$ cat src/rtl/xlat_tlb_pkg.sv
package xlat_tlb_pkg;

  typedef enum logic [1:0] {
    ACC_READ  = 2'd0,
    ACC_WRITE = 2'd1,
    ACC_EXEC  = 2'd2,
    ACC_RSVD  = 2'd3
  } acc_e;

  localparam int PERM_W   = 3;
  localparam int PERM_RD  = 2;
  localparam int PERM_WR  = 1;
  localparam int PERM_EX  = 0;

endpackage

$ cat src/rtl/xlat_tlb_perm.sv
module xlat_tlb_perm
  import xlat_tlb_pkg::*;
(
  input  logic [PERM_W-1:0] rights,
  input  logic [1:0]        acc,
  output logic              allow
);

  always_comb begin
    unique case (acc_e'(acc))
      ACC_READ:  allow = rights[PERM_RD];
      ACC_WRITE: allow = rights[PERM_WR];
      ACC_EXEC:  allow = rights[PERM_EX];
      default:   allow = 1'b0;
    endcase
  end

endmodule

$ cat src/rtl/xlat_tlb_victim.sv
module xlat_tlb_victim #(
  parameter int WAYS = 4,
  localparam int WAY_W = (WAYS > 1) ? $clog2(WAYS) : 1
) (
  input  logic             clk,
  input  logic             rst_n,
  input  logic [WAYS-1:0]  valid_vec,
  input  logic             evict,
  output logic [WAY_W-1:0] way_idx
);

  logic [WAY_W-1:0] ptr_q, ptr_d;
  logic [WAY_W-1:0] free_idx;
  logic             set_full;

  assign set_full = &valid_vec;

  // lowest invalid way wins: scan downwards so the last assignment is the lowest
  always_comb begin
    free_idx = '0;
    for (int w = WAYS - 1; w >= 0; w--) begin
      if (!valid_vec[w]) free_idx = WAY_W'(w);
    end
  end

  assign way_idx = set_full ? ptr_q : free_idx;

  always_comb begin
    ptr_d = ptr_q;
    if (evict) begin
      ptr_d = (ptr_q == WAY_W'(WAYS - 1)) ? '0 : ptr_q + 1'b1;
    end
  end

  always_ff @(posedge clk or negedge rst_n) begin
    if (!rst_n) ptr_q <= '0;
    else        ptr_q <= ptr_d;
  end

endmodule

$ cat src/rtl/xlat_tlb_set.sv
module xlat_tlb_set #(
  parameter int WAYS   = 4,
  parameter int TAG_W  = 6,
  parameter int PPN_W  = 6,
  parameter int PERM_W = 3,
  localparam int WAY_W = (WAYS > 1) ? $clog2(WAYS) : 1
) (
  input  logic              clk,
  input  logic              rst_n,
  input  logic              flush,
  input  logic [TAG_W-1:0]  lk_tag,
  input  logic              fill_en,
  input  logic [TAG_W-1:0]  fill_tag,
  input  logic [PPN_W-1:0]  fill_ppn,
  input  logic [PERM_W-1:0] fill_perm,
  output logic              lk_hit,
  output logic [PPN_W-1:0]  lk_ppn,
  output logic [PERM_W-1:0] lk_perm
);

  logic [WAYS-1:0]   valid_q, valid_d;
  logic [WAYS-1:0]   lk_match, fill_match, way_we;
  logic [TAG_W-1:0]  tag_q  [WAYS];
  logic [PPN_W-1:0]  ppn_q  [WAYS];
  logic [PERM_W-1:0] perm_q [WAYS];
  logic [WAY_W-1:0]  vic_idx;
  logic              refresh, evict;

  for (genvar w = 0; w < WAYS; w++) begin : g_way
    assign lk_match[w]   = valid_q[w] && (tag_q[w] == lk_tag);
    assign fill_match[w] = valid_q[w] && (tag_q[w] == fill_tag);

    always_ff @(posedge clk) begin
      if (way_we[w]) begin
        tag_q[w]  <= fill_tag;
        ppn_q[w]  <= fill_ppn;
        perm_q[w] <= fill_perm;
      end
    end
  end

  assign refresh = |fill_match;
  assign evict   = fill_en && !refresh && (&valid_q);

  xlat_tlb_victim #(.WAYS(WAYS)) u_victim (
    .clk       (clk),
    .rst_n     (rst_n),
    .valid_vec (valid_q),
    .evict     (evict),
    .way_idx   (vic_idx)
  );

  always_comb begin
    way_we = '0;
    if (fill_en) begin
      if (refresh) way_we = fill_match;
      else         way_we[vic_idx] = 1'b1;
    end
  end

  always_comb begin
    if (flush) valid_d = '0;
    else       valid_d = valid_q | way_we;
  end

  always_ff @(posedge clk or negedge rst_n) begin
    if (!rst_n) valid_q <= '0;
    else        valid_q <= valid_d;
  end

  always_comb begin
    lk_ppn  = '0;
    lk_perm = '0;
    for (int w = 0; w < WAYS; w++) begin
      if (lk_match[w]) begin
        lk_ppn  = lk_ppn  | ppn_q[w];
        lk_perm = lk_perm | perm_q[w];
      end
    end
  end

  assign lk_hit = |lk_match;

endmodule

$ cat src/rtl/xlat_tlb.sv
module xlat_tlb
  import xlat_tlb_pkg::*;
#(
  parameter int VA_W   = 14,
  parameter int PA_W   = 12,
  parameter int OFF_W  = 6,
  parameter int SETS   = 4,
  parameter int WAYS   = 4,
  localparam int VPN_W = VA_W - OFF_W,
  localparam int PPN_W = PA_W - OFF_W,
  localparam int IDX_W = (SETS > 1) ? $clog2(SETS) : 1,
  localparam int TAG_W = VPN_W - IDX_W
) (
  input  logic              clk,
  input  logic              rst_n,
  input  logic              flush,
  input  logic              req_valid,
  input  logic [VA_W-1:0]   req_vaddr,
  input  logic [1:0]        req_acc,
  output logic              resp_hit,
  output logic              resp_miss,
  output logic              resp_prot_fault,
  output logic [PA_W-1:0]   resp_paddr,
  input  logic              fill_valid,
  input  logic [VPN_W-1:0]  fill_vpn,
  input  logic [PPN_W-1:0]  fill_ppn,
  input  logic [PERM_W-1:0] fill_perm,
  input  logic              fill_fault
);

  logic [VPN_W-1:0]  lk_vpn;
  logic [IDX_W-1:0]  lk_idx, fl_idx;
  logic [TAG_W-1:0]  lk_tag, fl_tag;
  logic              fill_go;

  logic [SETS-1:0]   set_hit;
  logic [PPN_W-1:0]  set_ppn  [SETS];
  logic [PERM_W-1:0] set_perm [SETS];

  logic              sel_hit, allow;
  logic [PPN_W-1:0]  sel_ppn;
  logic [PERM_W-1:0] sel_perm;

  assign lk_vpn  = req_vaddr[VA_W-1:OFF_W];
  assign lk_idx  = lk_vpn[IDX_W-1:0];
  assign lk_tag  = lk_vpn[VPN_W-1:IDX_W];
  assign fl_idx  = fill_vpn[IDX_W-1:0];
  assign fl_tag  = fill_vpn[VPN_W-1:IDX_W];
  assign fill_go = fill_valid && !fill_fault && !flush;

  for (genvar s = 0; s < SETS; s++) begin : g_set
    xlat_tlb_set #(
      .WAYS   (WAYS),
      .TAG_W  (TAG_W),
      .PPN_W  (PPN_W),
      .PERM_W (PERM_W)
    ) u_set (
      .clk       (clk),
      .rst_n     (rst_n),
      .flush     (flush),
      .lk_tag    (lk_tag),
      .fill_en   (fill_go && (fl_idx == IDX_W'(s))),
      .fill_tag  (fl_tag),
      .fill_ppn  (fill_ppn),
      .fill_perm (fill_perm),
      .lk_hit    (set_hit[s]),
      .lk_ppn    (set_ppn[s]),
      .lk_perm   (set_perm[s])
    );
  end

  assign sel_hit  = set_hit[lk_idx];
  assign sel_ppn  = set_ppn[lk_idx];
  assign sel_perm = set_perm[lk_idx];

  xlat_tlb_perm u_perm (
    .rights (sel_perm),
    .acc    (req_acc),
    .allow  (allow)
  );

  assign resp_hit        = req_valid && sel_hit && allow;
  assign resp_prot_fault = req_valid && sel_hit && !allow;
  assign resp_miss       = req_valid && !sel_hit;
  assign resp_paddr      = resp_hit ? {sel_ppn, req_vaddr[OFF_W-1:0]} : '0;

endmodule

$ cat config.mk
export PLATFORM = sky130hd
export DESIGN_NAME = xlat_tlb
export DESIGN_NICKNAME = d
export VERILOG_FILES = /design/src/rtl/xlat_tlb_pkg.sv /design/src/rtl/xlat_tlb_perm.sv /design/src/rtl/xlat_tlb_victim.sv /design/src/rtl/xlat_tlb_set.sv /design/src/rtl/xlat_tlb.sv
export SDC_FILE = /design/constraint.sdc
export NUM_CORES = 1
export LEC_CHECK = 0
export BUFFER_PORTS_ARGS = -buffer_cell sky130_fd_sc_hd__buf_2
export CORE_AREA = 3 3 125 187
export CTS_CLUSTER_DIAMETER = 30
export CTS_CLUSTER_SIZE = 30
export DETAILED_ROUTE_END_ITERATION = 8
export DIE_AREA = 0 0 128 190
export GPL_ROUTABILITY_DRIVEN = 0
export HOLD_SLACK_MARGIN = 0.08
export PLACE_DENSITY = 0.87
export SYNTH_ARGS = -nofsm -noshare
export SYNTH_HDL_FRONTEND = slang
export SYNTH_SLANG_ARGS = --single-unit
$ cat constraint.sdc
create_clock -name clk -period 2.43 [get_ports clk]
set_input_delay 0.1215 -clock clk [delete_from_list [all_inputs] [get_ports clk]]
set_output_delay 0.1215 -clock clk [all_outputs]
set_load 0.01 [all_outputs]
==> flow_metrics.tcl <==
set metrics [dict create \
    ys_ff_latch 264 \
    die_h_um 190 \
    cp_slowest_stage_delay_ns 0.72 \
    drc 0 \
    timing.final.crit_share 1.40 \
    path_cells "xor2_1, nor3_2, and2_1, buf_4, a221oi_1, a221oi_2, o21ai_1, buf_6, and3b_1, buf_2" \
    critPathArrivalTime_ns 3.29 \
    instances_no_fill 1460 \
    grt_usage 0.336 \
    drive_gt1_frac 0.418 \
    p_switching_uw 2870 \
    crit_buf_inv 3 \
    final.fill_count 1006 \
    power.density_mw_per_mm2 667 \
    synth_cells 867 \
    critPathRequiredTime_ns 2.31 \
    drv_slew 0 \
    critPathLaunchType "flip-flop" \
    synth_warnings 0 \
    synth_top_area_share 0.590 \
    core-area_mm2 0.0218 \
    totalPowerFinal_uw 11400 \
    rsz0062_at_grt "yes" \
    max_freq_mhz 293 \
    slew_headroom 0.465 \
    synthTopCellsByCount "edfxtp_1 (240), xor2_1 (109), xnor2_1 (81), nand2_1 (41)" \
    slowest_stage "a221oi_1" \
    clockPowerShare 0.494 \
    path_max_fanout 14 \
    clk_pin_slew_ns 0.08 \
    yosysMostFrequentCell "edfxtp_1" \
    finalCriticalPeriod_ns 3.41 \
    cts_root_buffer "clkbuf_16" \
    fin_skew_ns 0.0296 \
    tightest_slew_ns 0.803 \
    grt_overflow 0 \
    critPathKind "flip-flop to output port" \
    num_rows 66 \
    path_delay_family "compound AO/OA/AOI/OAI gates" \
    yosysSeqAreaShare 0.639 \
    firstDrtPassIters 6 \
    pwr-share-seq 0.436 \
    syn_nets 910 \
    dpl.cell_count 1326 \
    synth_top_area_cell "edfxtp_1" \
    grt_max_degree 29 \
    hold_depth 2 \
    postSynth.asyncResetShare 0.0909 \
    rr_endpoint "g_set[0].u_set.tag_q[0][5]$_DFFE_PP_" \
    p_leak_uw 0.00615 \
    min_path_type "primary input to flip-flop" \
    drv_cap 0 \
    setup_ws_ns -0.982 \
    worst_setup_path_end_kind "output port" \
    clock-sinks 264 \
    totalWireLength_mm 47.6 \
    die_w_um 128 \
    r2r_slack_ns -0.23 \
    synth-main-ff-cell "edfxtp_1" \
    ioPinCount 54 \
    synth_edf_count 240 \
    antenna_found_initial 0 \
    drt-vias-per-instance 7.05 \
    vias 10288 \
    p_int_uw 8530 \
    setup_violations 158 \
    nets 1205 \
    numCtsBuffers 36 \
    hpwl_mm 21.4 \
    violations "setup timing" \
    outcome "finished with violations" \
    holdCritStartpoint "fill_vpn[3]" \
    tritoncts "yes" \
    wl_per_cell_um 32.6 \
    reg2reg_from "g_set[0].u_set.tag_q[2][0]$_DFFE_PP_" \
    die_area_mm2 0.0243 \
    synthTopCellsByArea "edfxtp_1 (59%), xor2_1 (7.8%), xnor2_1 (5.8%)" \
    holdPathEnd "g_set[3].u_set.tag_q[2][1]$_DFFE_PP_" \
    syn_avg_cell_area_um2 14.1 \
    drt_iter0_drc 1758 \
    mappedNetlistArea_mm2 0.0122 \
    cts_htree_levels 2 \
    area_growth_pct 40.0 \
    yosysUniqueCellTypes 57 \
    final_antenna_net_count 0 \
    port_buffers 53 \
    clock_latency_ns 0.52 \
    grt_pass1_wl_mm 61.5 \
    rr_worst_depth 10 \
    hold_viol_final 0 \
    irDropWorstVdd_v 0.000511 \
    switching_share 0.252 \
    start_util 0.560 \
    grt_pass1_vias 10181 \
    diodes 0 \
    combPwrFrac 0.070 \
    ctsLongestPathBuffers 3 \
]
==> layout make-up <==
cell class,count,area [µm²],share of cell area
sequential,264,7810,0.457
multi-input combinational,549,5030,0.294
timing repair buffer,297,2600,0.152
clock buffer,40,947,0.0554
tap,272,340,0.0199
clock inverter,24,320,0.0187
inverter,14,52.6,0.00307
==> sequential cells by signal, summed over array words and instances, names as in the netlist <==
register / count
g_set.u_set.valid_q: 16
g_set.u_set.u_victim.ptr_q: 8
g_set.u_set.tag_q: 96
g_set.u_set.ppn_q: 96
g_set.u_set.perm_q: 48
==> stage by stage <==
stage          utilization  setup TNS [ns]  cell area [µm²]  setup slack [ns]  hold slack [ns]
2_1_floorplan            -          -0.251            12200           -0.0798           -0.174
3_3_place_gp         0.645           -4.53            14100            -0.181            0.183
3_5_place_dp         0.645          -18.51            14100            -0.274            0.192
4_1_cts              0.739           -9.80            16100            -0.646           0.0821
5_1_grt              0.784          -36.78            17100             -1.05            0.104
6_report             0.784          -27.97            17100            -0.982           0.0974
==> how the worst max path moves through the flow <==
stage                                               from              end  slack, ns  cells after the start
global route        g_set[2].u_set.tag_q[2][0]$_DFFE_PP_    resp_paddr[7]      -1.05                     10
CTS                 g_set[0].u_set.tag_q[2][5]$_DFFE_PP_  resp_prot_fault      -0.65                      8
finish              g_set[1].u_set.tag_q[3][1]$_DFFE_PP_  resp_prot_fault      -0.98                     10
detailed placement                         req_vaddr[13]  resp_prot_fault      -0.27                     10
global placement                           req_vaddr[13]  resp_prot_fault      -0.18                     11
floorplan           g_set[0].u_set.tag_q[2][3]$_DFFE_PP_  resp_prot_fault      -0.08                      8
==> kinds of logic after synthesis <==
group / Yosys count / share of synthesized area
buffers and inverters: 60 / 0.0323
and+or+nand+nor: 211 / 0.0970
AOI/OAI and AO/OA: 129 / 0.0812
DFF: 264 / 0.639
muxes: 7 / 0.00737
xor gates and xnor gates: 192 / 0.139
adders and majority gates: 4 / 0.00410
==> power groups by stage <==
stage                     registers [µW]  clock network [µW]  logic [µW]
after global routing                4970                5770         805
after detailed placement            5070                   0         570
final                               4970                5630         798
after floorplan                     5070                   0         299
after CTS                           4970                5480         649
after global placement              5070                   0         552
==> placed cells by master (no fill, tap or decap), types with 5 or more instances in the layout <==
cell	count
nor2_4	12
nor3_1	7
buf_12	26
a31oi_1	10
a22oi_1	10
and2_1	7
dfrtp_1	24
a31oi_4	5
dlygate4sd3_1	18
nor2_1	18
nand3_1	13
xnor2_1	70
a222oi_1	20
buf_4	183
o21ai_0	6
nor4_2	11
nor3_2	10
mux2_2	6
xnor2_2	10
and4_1	11
a221o_1	7
and3_1	6
clkinv_8	5
and2_4	8
nand2_1	41
nor4_4	16
edfxtp_1	240
buf_2	53
o21ba_2	11
nand3_2	5
xor2_1	93
inv_1	11
xor2_2	16
a21oi_1	22
nand4_1	23
clkbuf_16	42
o31a_1	6
buf_6	12
==> worst reg2reg max path: stages (launching register included) <==
cell,delay [ns]
edfxtp_1,0.41
buf_4,0.16
xnor2_1,0.23
nand4_1,0.26
nor4_4,0.30
buf_4,0.19
buf_4,0.13
nor4_1,0.06
o21ai_0,0.39
inv_2,0.10
buf_12,0.18
==> what timing repair did <==
item,CTS,global route
pin swaps,36,52
gates cloned,7,5
hold buffers,19,0
setup buffers,12,37
resized for setup,82,103
endpoints found under the setup margin,221,257
endpoints found under the hold margin,192,0
==> routing by layer <==
metal | track usage | routed length, µm | vias to the layer above
met4 | 0.224 | 4460 | 0
met3 | 0.0573 | 5610 | 341
li1 | - | - | 3902
met2 | 0.566 | 22600 | 1151
met5 | 0 | 0 | -
met1 | 0.392 | 14900 | 4894
(Power assumes the default switching activity.)
